[src/rtl/mvd_pkg.sv]
`timescale 1ns/1ps
// Shared widths and decoded-target types for the move destination unit.
// Assumes a 16-bit word, 8-bit byte and 7-bit destination code.
package mvd_pkg;
    localparam int unsigned DW = 16;
    localparam int unsigned BW = 8;
    localparam int unsigned CW = 7;
    localparam int unsigned XW = 4;

    typedef enum logic [4:0] {
        K_NONE, K_NULL, K_ACC, K_ACT, K_CTL, K_PFX, K_SP, K_IV, K_LC,
        K_PUSH, K_DPMEM, K_DPINC, K_DPDEC, K_DP,
        K_BPMEM, K_BPINC, K_BPDEC, K_OFFS, K_DPC, K_GR, K_GRL, K_GRH, K_BP
    } kind_e;

    typedef struct packed {
        kind_e         kind;
        logic [XW-1:0] idx;
    } dst_t;
endpackage

[src/rtl/mvd_decode.sv]
`timescale 1ns/1ps
// Pure decoder: maps a destination code and the prefix state to a target
// class and an index. Assumes nothing about timing; purely combinational.
module mvd_decode
    import mvd_pkg::*;
(
    input  logic [CW-1:0] code,
    input  logic          pfx,
    output dst_t          dst
);
    logic [3:0] lo;
    logic [2:0] hi;
    assign lo = code[3:0];
    assign hi = code[6:4];

    // Classify the code by its low nibble, then refine by the high bits
    always_comb begin
        dst.kind = K_NONE;
        dst.idx  = '0;
        case (lo)
            4'h6: if (hi == 3'd7) dst.kind = K_NULL;
            4'h8: begin
                if (pfx) begin
                    case (hi)
                        3'd0: begin dst.kind = K_CTL; dst.idx = 4'd5; end
                        3'd6: begin dst.kind = K_CTL; dst.idx = 4'd6; end
                        3'd7: begin dst.kind = K_CTL; dst.idx = 4'd7; end
                        default: ;
                    endcase
                end else begin
                    case (hi)
                        3'd0: begin dst.kind = K_CTL; dst.idx = 4'd0; end
                        3'd1: begin dst.kind = K_CTL; dst.idx = 4'd1; end
                        3'd4: begin dst.kind = K_CTL; dst.idx = 4'd2; end
                        3'd5: begin dst.kind = K_CTL; dst.idx = 4'd3; end
                        3'd6: begin dst.kind = K_CTL; dst.idx = 4'd4; end
                        default: ;
                    endcase
                end
            end
            4'h9: begin dst.kind = K_ACC; dst.idx = {pfx, hi}; end
            4'hA: if (hi == 3'd0) dst.kind = K_ACT;
            4'hB: begin dst.kind = K_PFX; dst.idx = {1'b0, hi}; end
            4'hD: begin
                case (hi)
                    3'd0: dst.kind = K_PUSH;
                    3'd1: dst.kind = K_SP;
                    3'd2: dst.kind = K_IV;
                    3'd6, 3'd7: begin dst.kind = K_LC; dst.idx = {3'b000, hi[0]}; end
                    default: ;
                endcase
            end
            4'hE: begin
                if (pfx && hi == 3'd1) dst.kind = K_GRH;
                else begin
                    case (hi)
                        3'd0: dst.kind = K_BPMEM;
                        3'd1: dst.kind = K_BPINC;
                        3'd2: dst.kind = K_BPDEC;
                        3'd3: dst.kind = K_OFFS;
                        3'd4: dst.kind = K_DPC;
                        3'd5: dst.kind = K_GR;
                        3'd6: dst.kind = K_GRL;
                        default: dst.kind = K_BP;
                    endcase
                end
            end
            4'hF: begin
                dst.idx = {3'b000, hi[2]};
                case (hi[1:0])
                    2'd0: dst.kind = K_DPMEM;
                    2'd1: dst.kind = K_DPINC;
                    2'd2: dst.kind = K_DPDEC;
                    default: dst.kind = K_DP;
                endcase
            end
            default: ;
        endcase
    end
endmodule

[src/rtl/mvd_accfile.sv]
`timescale 1ns/1ps
// Accumulator file: N word registers, one write port and one async read port.
// Assumes the caller already qualified the write enable with a valid move.
module mvd_accfile #(
    parameter  int unsigned N  = 16,
    parameter  int unsigned W  = 16,
    localparam int unsigned IW = $clog2(N)
) (
    input  logic          clk,
    input  logic          rst_n,
    input  logic          we,
    input  logic [IW-1:0] widx,
    input  logic [W-1:0]  wdata,
    input  logic [IW-1:0] ridx,
    output logic [W-1:0]  rdata
);
    logic [N-1:0][W-1:0] regs_v;

    for (genvar g = 0; g < N; g++) begin : g_ent
        logic [W-1:0] ent_q;
        // Load this entry when it is the write target
        always_ff @(posedge clk) begin
            if (!rst_n)                          ent_q <= '0;
            else if (we && widx == IW'(g))       ent_q <= wdata;
        end
        assign regs_v[g] = ent_q;
    end

    assign rdata = regs_v[ridx];


    acc_hold_chk: assert property (@(posedge clk) disable iff (!rst_n)
        !we |=> $stable(regs_v));

    acc_land_chk: assert property (@(posedge clk) disable iff (!rst_n)
        we |=> regs_v[$past(widx)] == $past(wdata));
endmodule

[src/rtl/mvd_ptrs.sv]
`timescale 1ns/1ps
// Pointer unit: stack pointer, data pointers, base and offset, plus the
// address of an indirect write. The address uses the already-stepped value;
// pointer and memory write commit on the same edge.
module mvd_ptrs
    import mvd_pkg::*;
#(
    parameter  int unsigned DP_N = 2,
    localparam int unsigned DI   = (DP_N > 1) ? $clog2(DP_N) : 1
) (
    input  logic                     clk,
    input  logic                     rst_n,
    input  logic                     mv,
    input  kind_e                    kind,
    input  logic [DI-1:0]            dsel,
    input  logic [DW-1:0]            wword,
    input  logic [BW-1:0]            wbyte,
    output logic                     mem_hit,
    output logic [DW-1:0]            mem_addr,
    output logic [DW-1:0]            sp_o,
    output logic [DW-1:0]            bp_o,
    output logic [BW-1:0]            offs_o,
    output logic [DP_N-1:0][DW-1:0]  dp_o
);
    logic [DW-1:0]           sp_q, sp_n, bp_q, bp_n;
    logic [BW-1:0]           offs_q, offs_n;
    logic [DP_N-1:0][DW-1:0] dp_q, dp_n;

    // Next pointer values and the indirect write address
    always_comb begin
        sp_n = sp_q; bp_n = bp_q; offs_n = offs_q; dp_n = dp_q;
        mem_hit = 1'b0; mem_addr = '0;
        if (mv) begin
            case (kind)
                K_SP:    sp_n = wword;
                K_PUSH:  begin sp_n = sp_q + 1'b1; mem_hit = 1'b1; mem_addr = sp_n; end
                K_DP:    dp_n[dsel] = wword;
                K_DPMEM, K_DPINC, K_DPDEC: begin
                    if (kind == K_DPINC)      dp_n[dsel] = dp_q[dsel] + 1'b1;
                    else if (kind == K_DPDEC) dp_n[dsel] = dp_q[dsel] - 1'b1;
                    mem_hit  = 1'b1;
                    mem_addr = dp_n[dsel];
                end
                K_BP:    bp_n = wword;
                K_OFFS:  offs_n = wbyte;
                K_BPMEM, K_BPINC, K_BPDEC: begin
                    if (kind == K_BPINC)      offs_n = offs_q + 1'b1;
                    else if (kind == K_BPDEC) offs_n = offs_q - 1'b1;
                    mem_hit  = 1'b1;
                    mem_addr = bp_q + {{(DW-BW){1'b0}}, offs_n};
                end
                default: ;
            endcase
        end
    end

    // Register the pointer state
    always_ff @(posedge clk) begin
        if (!rst_n) begin
            sp_q <= '0; bp_q <= '0; offs_q <= '0; dp_q <= '0;
        end else begin
            sp_q <= sp_n; bp_q <= bp_n; offs_q <= offs_n; dp_q <= dp_n;
        end
    end

    assign sp_o = sp_q;
    assign bp_o = bp_q;
    assign offs_o = offs_q;
    assign dp_o = dp_q;


    push_addr_chk: assert property (@(posedge clk) disable iff (!rst_n)
        mv && kind == K_PUSH |=> sp_q == $past(mem_addr));

    dp_step_chk: assert property (@(posedge clk) disable iff (!rst_n)
        mv && (kind == K_DPMEM || kind == K_DPINC || kind == K_DPDEC)
        |=> dp_q[$past(dsel)] == $past(mem_addr));

    dp_keep_chk: assert property (@(posedge clk) disable iff (!rst_n)
        mv && kind == K_DPMEM |=> $stable(dp_q));

    bp_addr_chk: assert property (@(posedge clk) disable iff (!rst_n)
        mv && (kind == K_BPMEM || kind == K_BPINC || kind == K_BPDEC)
        |=> $past(mem_addr) == bp_q + {{(DW-BW){1'b0}}, offs_q});

    offs_keep_chk: assert property (@(posedge clk) disable iff (!rst_n)
        mv && kind == K_BPMEM |=> $stable(offs_q));
endmodule

[src/rtl/mov_dst_unit.sv]
`timescale 1ns/1ps
// Move destination unit: decodes a destination code, widens or narrows the
// source, writes the selected register or requests a memory write, and
// tracks the one-shot prefix. Assumes one move per valid cycle and that a
// prefix-register write by one move arms the prefix for the next move only.
module mov_dst_unit
    import mvd_pkg::*;
#(
    parameter int unsigned ACC_N = 16,
    parameter int unsigned PFX_N = 8,
    parameter int unsigned LC_N  = 2,
    parameter int unsigned DP_N  = 2
) (
    input  logic          clk,
    input  logic          rst_n,
    input  logic          mv_valid,
    input  logic [6:0]    dst_code,
    input  logic [15:0]   src_data,
    input  logic          src_byte,
    input  logic          rd_pfx,
    input  logic [6:0]    rd_code,
    output logic [15:0]   rd_data,
    output logic          mem_we,
    output logic [15:0]   mem_addr,
    output logic [15:0]   mem_wdata,
    output logic          mem_byte
);
    localparam int unsigned CTL_N = 8;
    localparam int unsigned AI = $clog2(ACC_N);
    localparam int unsigned PI = $clog2(PFX_N);
    localparam int unsigned LI = (LC_N > 1) ? $clog2(LC_N) : 1;
    localparam int unsigned DI = (DP_N > 1) ? $clog2(DP_N) : 1;

    dst_t wd, rdd;
    logic armed_q;
    logic [CTL_N-1:0][BW-1:0] ctl_q;
    logic [PFX_N-1:0][BW-1:0] pfx_q;
    logic [LC_N-1:0][DW-1:0]  lc_q;
    logic [DW-1:0] iv_q, dpc_q, gr_q, wide, acc_rdata, sp_w, bp_w;
    logic [BW-1:0] lob, offs_w;
    logic [DP_N-1:0][DW-1:0] dp_w;
    logic [AI-1:0] ap_idx, acc_widx, acc_ridx;
    logic acc_we, mem_hit;

    mvd_decode u_wdec (.code(dst_code), .pfx(armed_q), .dst(wd));
    mvd_decode u_rdec (.code(rd_code),  .pfx(rd_pfx),  .dst(rdd));

    // Source shaping: low byte for byte targets, widened word for word targets
    assign lob  = src_data[BW-1:0];
    assign wide = src_byte ? {(armed_q ? pfx_q[0] : {BW{1'b0}}), lob} : src_data;

    assign ap_idx   = ctl_q[0][AI-1:0];
    assign acc_we   = mv_valid && (wd.kind == K_ACC || wd.kind == K_ACT);
    assign acc_widx = (wd.kind == K_ACT) ? ap_idx : wd.idx[AI-1:0];
    assign acc_ridx = (rdd.kind == K_ACT) ? ap_idx : rdd.idx[AI-1:0];

    mvd_accfile #(.N(ACC_N), .W(DW)) u_acc (
        .clk(clk), .rst_n(rst_n), .we(acc_we), .widx(acc_widx), .wdata(wide),
        .ridx(acc_ridx), .rdata(acc_rdata)
    );

    mvd_ptrs #(.DP_N(DP_N)) u_ptr (
        .clk(clk), .rst_n(rst_n), .mv(mv_valid), .kind(wd.kind),
        .dsel(wd.idx[DI-1:0]), .wword(wide), .wbyte(lob),
        .mem_hit(mem_hit), .mem_addr(mem_addr), .sp_o(sp_w), .bp_o(bp_w),
        .offs_o(offs_w), .dp_o(dp_w)
    );

    assign mem_we    = mem_hit;
    assign mem_wdata = wide;
    assign mem_byte  = mem_hit && src_byte && (wd.kind != K_PUSH);

    // Direct register writes and the one-shot prefix
    always_ff @(posedge clk) begin
        if (!rst_n) begin
            armed_q <= 1'b0; ctl_q <= '0; pfx_q <= '0; lc_q <= '0;
            iv_q <= '0; dpc_q <= '0; gr_q <= '0;
        end else if (mv_valid) begin
            armed_q <= (wd.kind == K_PFX);
            case (wd.kind)
                K_CTL: ctl_q[wd.idx[2:0]] <= lob;
                K_PFX: pfx_q[wd.idx[PI-1:0]] <= lob;
                K_IV:  iv_q <= wide;
                K_LC:  lc_q[wd.idx[LI-1:0]] <= wide;
                K_DPC: dpc_q <= wide;
                K_GR:  gr_q <= wide;
                K_GRL: gr_q[BW-1:0] <= lob;
                K_GRH: gr_q[DW-1:BW] <= lob;
                default: ;
            endcase
        end
    end

    // Read lookup by code and prefix bit
    always_comb begin
        rd_data = '0;
        case (rdd.kind)
            K_ACC, K_ACT: rd_data = acc_rdata;
            K_CTL:  rd_data = {{(DW-BW){1'b0}}, ctl_q[rdd.idx[2:0]]};
            K_PFX:  rd_data = {{(DW-BW){1'b0}}, pfx_q[rdd.idx[PI-1:0]]};
            K_SP:   rd_data = sp_w;
            K_IV:   rd_data = iv_q;
            K_LC:   rd_data = lc_q[rdd.idx[LI-1:0]];
            K_DP:   rd_data = dp_w[rdd.idx[DI-1:0]];
            K_OFFS: rd_data = {{(DW-BW){1'b0}}, offs_w};
            K_DPC:  rd_data = dpc_q;
            K_GR:   rd_data = gr_q;
            K_GRL:  rd_data = {{(DW-BW){1'b0}}, gr_q[BW-1:0]};
            K_GRH:  rd_data = {{(DW-BW){1'b0}}, gr_q[DW-1:BW]};
            K_BP:   rd_data = bp_w;
            default: ;
        endcase
    end


    pfx_oneshot_chk: assert property (@(posedge clk) disable iff (!rst_n)
        mv_valid && wd.kind != K_PFX |=> !armed_q);

    pfx_idle_chk: assert property (@(posedge clk) disable iff (!rst_n)
        !mv_valid |=> $stable(armed_q));

    null_quiet_chk: assert property (@(posedge clk) disable iff (!rst_n)
        mv_valid && wd.kind == K_NULL |-> !mem_we);

    idle_nowr_chk: assert property (@(posedge clk) disable iff (!rst_n)
        !mv_valid |-> !mem_we);

    null_hold_chk: assert property (@(posedge clk) disable iff (!rst_n)
        mv_valid && wd.kind == K_NULL |=> $stable(gr_q) && $stable(ctl_q) && $stable(sp_w));
endmodule

[config.mk]
export PLATFORM = sky130hd
export DESIGN_NAME = mov_dst_unit
export DESIGN_NICKNAME = d
export VERILOG_FILES = /design/src/rtl/mvd_pkg.sv /design/src/rtl/mvd_decode.sv /design/src/rtl/mvd_accfile.sv /design/src/rtl/mvd_ptrs.sv /design/src/rtl/mov_dst_unit.sv
export SDC_FILE = /design/constraint.sdc
export NUM_CORES = 2
export LEC_CHECK = 0
export BUFFER_PORTS_ARGS = -buffer_cell sky130_fd_sc_hd__buf_2
export CORE_ASPECT_RATIO = 1.5
export CORE_UTILIZATION = 40
export CTS_BUF_LIST = sky130_fd_sc_hd__clkbuf_4
export CTS_CLUSTER_SIZE = 16
export DETAILED_ROUTE_END_ITERATION = 8
export PLACE_DENSITY_LB_ADDON = 0.1
export SLEW_MARGIN = 20
export SYNTH_ARGS = -nofsm -noshare
export SYNTH_HDL_FRONTEND = slang
export SYNTH_SLANG_ARGS = --single-unit
[constraint.sdc]
create_clock -name clk -period 8.2 [get_ports clk]
set_input_delay 1.64 -clock clk [delete_from_list [all_inputs] [get_ports clk]]
set_output_delay 1.64 -clock clk [all_outputs]
set_load 0.02 [all_outputs]
# --- After elaboration in Yosys (flattened, before gate mapping) ---
# Cells that the tools add are included.
word_totals:
  inputBits: 35
  word_cells: 261
  output_inout_bits: 50
  register_bits: 537
op_classes:
  n_reduce_logical: 51
  n_lt_le_gt_ge: 7
  eq_ne: 85
  addsub: 6
  mux: 68
ops:
  columns: ["operator", "count"]
  rows:
  - ["16-bit one-hot mux with 13 select lines", 1]
  - ["16-bit two-way mux", 12]
  - ["32-bit bitwise mux", 4]
  - ["64-bit bitwise mux", 2]
  - ["4-bit == test (second input constant)", 22]
  - ["5-bit one-hot mux with 8 select lines", 2]
  - ["5-bit one-hot mux with 7 select lines", 2]
  - ["7-bit one-hot mux with 5 select lines", 2]
  - ["5-bit == test (second input constant)", 13]
  - ["16-bit binary-select mux with 4-bit select", 1]
  - ["32-bit two-way mux", 2]
  - ["8-bit two-way mux", 8]
  - ["32-bit one-hot mux with 2 select lines", 1]
  - ["5-bit by 4-bit == test with 1-bit output (second input constant)", 10]
  - ["8-bit binary-select mux with 3-bit select", 2]
  - ["16-bit one-hot mux with 3 select lines", 1]
  - ["8-bit one-hot mux with 2 select lines", 3]
  - ["7-bit one-hot mux with 3 select lines", 2]
  - ["5-bit by 3-bit == test with 1-bit output (second input constant)", 8]
  - ["4-bit one-hot mux with 5 select lines", 2]
  - ["16-bit by 1-bit adder with 16-bit output (second input constant)", 2]
  - ["16-bit one-hot mux with 2 select lines", 1]
  - ["4-bit one-hot mux with 4 select lines", 2]
  - ["8-bit demux with 3-bit select", 1]
  - ["36 further kinds", 111]

# --- Logic depth before layout (Yosys ltp) ---
logic_depth:
  ltp_word: 15
  depth_mapped: 23
  depth_no_buf: 21

# --- Hierarchy ---
# From an unflattened synthesis, not the netlist that was laid out.
unflattened:
  cells_unflattened: 3523
  hier_area_um2: 30406.7
modules_own_cells:
  columns: ["module", "cells_per_inst", "area_per_inst_um2", "seq_area_each_um2", "instances"]
  rows:
  - ["mvd_accfile", 1347, 12421.9, 5124.9, 1]
  - ["mov_dst_unit", 1142, 10795.4, 4184.0, 1]
  - ["mvd_ptrs", 886, 6323.6, 1441.4, 1]
  - ["mvd_decode", 74, 432.9, 0.0, 2]

# --- Worst setup path before layout ---
# Ideal clock, no wire load.
synth_timing:
  path_kind: "input-to-output"
  from: "input dst_code[6]"
  to: "output mem_addr[12]"
  required_ns: 6.560
  cell_stages: 23
  n_path_buf: 2
  arrival_ns: 5.727
  slack_ns: 0.833
  path_cell_list: "buf_2 -> inv_1 -> ha_1 -> nor4b_1 -> o311a_1 -> o21a_1 -> o21ai_0 -> clkbuf_1 -> nor2_1 -> nor2_1 -> xnor2_1 -> ha_1 -> inv_1 -> fa_1 -> nand3b_1 -> a21oi_1 -> o21ai_0 -> a21oi_1 -> o21ai_0 -> nor2_1 -> xnor2_1 -> a22oi_1 -> a31oi_1"
synth_via:
  elab_chain_cells: 15
  elab_cells_between_ends: 52
  classes_between: "add/sub: 3; order compare: 2; eq/ne: 14; mux: 27; reduce/logical: 6"
synth_rtl:
  columns: ["item", "line", "text"]
  rows:
  - ["start: declaration", "mov_dst_unit.sv:17", "input logic [6:0] dst_code,"]
  - ["branches (longest 13 deep; another with 16-bit by 1-bit subtractor with 16-bit output)", null, null]
  - ["16-bit one-hot mux with 3 select lines *", "mvd_ptrs.sv:34", "case (kind)"]
  - ["16-bit two-way mux *", "mvd_ptrs.sv:33", "if (mv) begin"]
  - ["end: declaration", "mov_dst_unit.sv:24", "output logic [15:0] mem_addr,"]
# Every way passes the cells marked *. The select of a mux whose other input is x is not followed.

# --- Worst setup path in the final report ---
layout_timing:
  from: "input dst_code[5]"
  to: "output mem_addr[12]"
# Same word-level chain as after synthesis.

==> impl_metrics.yaml <==
floorplan:
  ios: 85
  start_util: 0.404
  die_y_um: 339
  core_region_area_um2: 75100
  rows: 123
  dieArea_um2: 77000
  die-width_um: 227
power_and_ir_drop:
  p_sw_frac: 0.292
  combPwrFrac: 0.098
  seqPwrFrac: 0.467
  p_switching_mw: 1.64
  power_leakage_nw: 12.5
  power_density_nw_per_um2: 169
  p_clk_frac: 0.434
  ir_drop_v: 0.000111
  internal_power_mw: 3.99
global_route:
  grt_max_degree: 211
  grt_pass1_wl_um: 180000
  antenna_found_initial: 7
  overflow: 0
  grt_pass1_vias: 28463
  track_usage: 0.312
drt:
  vias: 28701
  wirelength_um: 121000
  drtPass1Iterations: 9
  post_drt_wl_per_cell_um: 25.5
  drc_errors: 0
  drt.antenna.violating_nets: 0
  vias_per_cell: 6.02
  drtIter0Drc: 2364
logic_synthesis:
  avgSynthCellArea_um2: 8.28
  yosys.area.top_type: "dfxtp_1"
  async_flop_share: 0
  synth_seq_cells: 537
  mappedNetlistArea_um2: 30300
  synth_top_area_frac: 0.354
  ys.warnings.count: 0
  synth-edff-count: 0
  synth_flop_cell: "dfxtp_1"
  synthTopCellsByArea: "dfxtp_1 35%, mux2i_1 13%, nor2_1 6.9%, nand2_1 4.1%, a21oi_1 2.9%"
  ys_seq_area_frac: 0.354
  synth_most_common_cell: "nor2_1"
  synth_cell_types: 108
  syn_nets: 3723
  synthCells: 3666
  synth_common_cells: "559 x nor2_1, 537 x dfxtp_1, 404 x mux2i_1"
cells_and_area:
  fin_util: 0.443
  fin_nets: 3722
  drive_above_1_share: 0.156
  area_delta_synth_final_pct: 9.57
sta:
  setup_viol: 0
  fin_crit_sh: 0.951
  tns_ps: 0
  layout_min_cycle_time_ps: 7800
  clock_skew_ps: 89.4
  finalHoldViolCount: 0
  slew_headroom: 0.123
  timing.fmax_ghz: 0.128
  worst_slew_pin_slew_ps: 1320
  rsz0062_at_grt: "false"
  drv_slew: 0
min_path:
  min_delay_path_depth: 2
  hold_path_class: "flop to flop"
  min_to: "iv_q[3]$_SDFFE_PN0P_"
  hp-start: "iv_q[3]$_SDFFE_PN0P_"
critical_path:
  path_class: "input pin to output port"
  crit_path_end_kind: "output port"
  cpMostUsedCell: "nor2_1"
  crit_arrival_ps: 6160
  r2r_end: "u_acc.g_ent[5].ent_q[0]$_SDFFE_PN0P_"
  critical_path.max_fanout: 5
  crit_buf_inv: 4
  start_kind: "input pin"
  critPathRequiredTime_ps: 6560
  r2r_start: "armed_q$_SDFFE_PN0P_"
  path_depth: 23
  regToRegSetupSlack_ps: 4380
  slowest_stage: "fa_1"
  worstPathCellList: "buf_2, inv_1, ha_2, nor4b_1, o311a_1, o21a_1, o21ai_1, nor2_1, nor2_1, xnor2_2, ha_1, inv_1, fa_1, nand3b_1, a21oi_1, o21ai_0, a21oi_1, o21ai_1, nor2_1, xnor2_1, a22oi_1, a31oi_1, buf_2"
  reg2regPathDepth: 10
  cp_top_family: "compound AO/OA/AOI/OAI gates"
  crit_path_max_incr_delay_ps: 420
cts:
  cts_max_path_buffers: 3
  cts_hold_buf: 0
  post-cts-setup-buffers: 0
  clkSinkCount: 537
  cts_tree: "done"
  clkTransAtPathRegs_ps: 70
  cts-buffers-inserted: 142
  cts-htree-levels: 4
  cts_root_buffer: "clkbuf_4"
  clock_latency_ps: 1050
job:
  maxCapViolations: 0
placement:
  dp_hpwl_um: 82400
  io_buffers: 84
  place_congestion: 0.957
run_status:
  outcome: "finished, final reports clean"
[placed cells by master, fill, tap and decap left out, types with 12 or more instances in the layout]
cell type	instances
nor2_1	554
dfxtp_1	537
mux2i_1	404
nand2_1	334
clkbuf_4	200
a21oi_1	175
o21ai_0	157
nand3_1	146
buf_4	110
buf_2	84
a211oi_1	82
nor3_1	57
and3_1	50
inv_1	49
a211oi_2	48
o211ai_1	43
a31oi_1	37
a22oi_1	35
clkinv_1	33
xnor2_1	31
a221oi_1	29
o21a_1	26
or3_1	26
nand4_1	25
xor2_1	22
a222oi_1	21
ha_1	20
nor4_1	19
o22ai_1	19
mux2_2	18
and2_1	16
nor2_2	16
o31ai_1	16
o2111ai_1	14
o21ai_1	12
[state kept, by name, summed over array words and instances (netlist names)]
name               flops
u_ptr.offs_o           8
iv_q                  16
ctl_q                 60
lc_q                  32
gr_q                  16
u_ptr.dp_o            32
pfx_q                 64
ap_idx                 4
u_acc.g_ent.ent_q    256
dpc_q                 16
armed_q                1
u_ptr.bp_o            16
u_ptr.sp_o            16
[logic make-up (layout without fill, tap and decap cells)]
family                     count (synthesis)  count (layout)  share of synthesized area
muxes                                    436             436                      0.149
and+or+nand+nor                         1352            1352                      0.206
DFF                                      537             537                      0.354
other                                      0               1                          0
AOI/OAI and AO/OA                        863             863                      0.204
buffers and inverters                    402             500                     0.0616
adders and majority gates                 22              22                    0.00932
xor gates and xnor gates                  54              54                     0.0156
[layer usage]
metal  vias to the layer above  part of all wire  global-route usage
li1                      13283                 -                   -
met1                     14065              0.39               0.362
met2                      1043              0.50               0.539
met3                       302             0.055              0.0547
met4                         8             0.052               0.168
met5                         -           0.00044                   0
[worst max-delay path by stage]
| stage | slack [ps] | endpoint | start |
|---|---|---|---|
| floorplan | 830 | mem_addr[12] | dst_code[6] |
| global placement | 120 | mem_addr[12] | dst_code[5] |
| detailed placement | 110 | mem_addr[14] | dst_code[5] |
| CTS | 80 | mem_addr[12] | dst_code[5] |
| global route | 20 | mem_addr[12] | dst_code[5] |
| finish | 400 | mem_addr[12] | dst_code[5] |
[final cells by class]
| class | count | area [um^2] |
|---|---|---|
| clock inverters | 43 | 292 |
| fillers | 7705 | 41900 |
| inverters | 56 | 218 |
| well taps | 1000 | 1250 |
| clock buffers | 200 | 1500 |
| multi-input cells | 2727 | 17800 |
| repair buffers | 201 | 1390 |
| flip-flops and latches | 537 | 10800 |
| diodes | 1 | 2.50 |
[power groups by stage]
stage | clock network, mW | registers [mW] | logic (mW)
after floorplan | 0 | 2.68 | 0.344
final | 2.45 | 2.63 | 0.554
after global placement | 0 | 2.69 | 0.543
after CTS | 2.51 | 2.63 | 0.547
after global routing | 2.63 | 2.63 | 0.583
after detailed placement | 0 | 2.69 | 0.545
[worst register-to-register path, stage by stage (launching register included)]
cell     delay, ps
dfxtp_1        320
buf_4          200
a21o_1         190
o21ai_1        380
and3_1         260
buf_4          210
nand3_4        150
mux2i_1        540
nand3_2        890
mux2i_1        420
nor2_1          60
[per-stage QoR]
step                      area, um^2  instances  hold slack (ps)  worst slack (ps)  power, mW
after floorplan                30300       3666              436               833       3.03
after global placement         31400       4520              445               121       3.23
after detailed placement       31400       4520              449               108       3.23
after CTS                      33200       4763              459              83.2       5.68
after global routing           33200       4765              477              19.6       5.84
final                          33200       4765              463               400       5.63
[timing repair]
item,CTS,global route
endpoints found under the hold margin,0,0
endpoints found under the setup margin,0,5
gates resized for setup,0,5
Note: power is estimated with default switching activity, not from simulation.
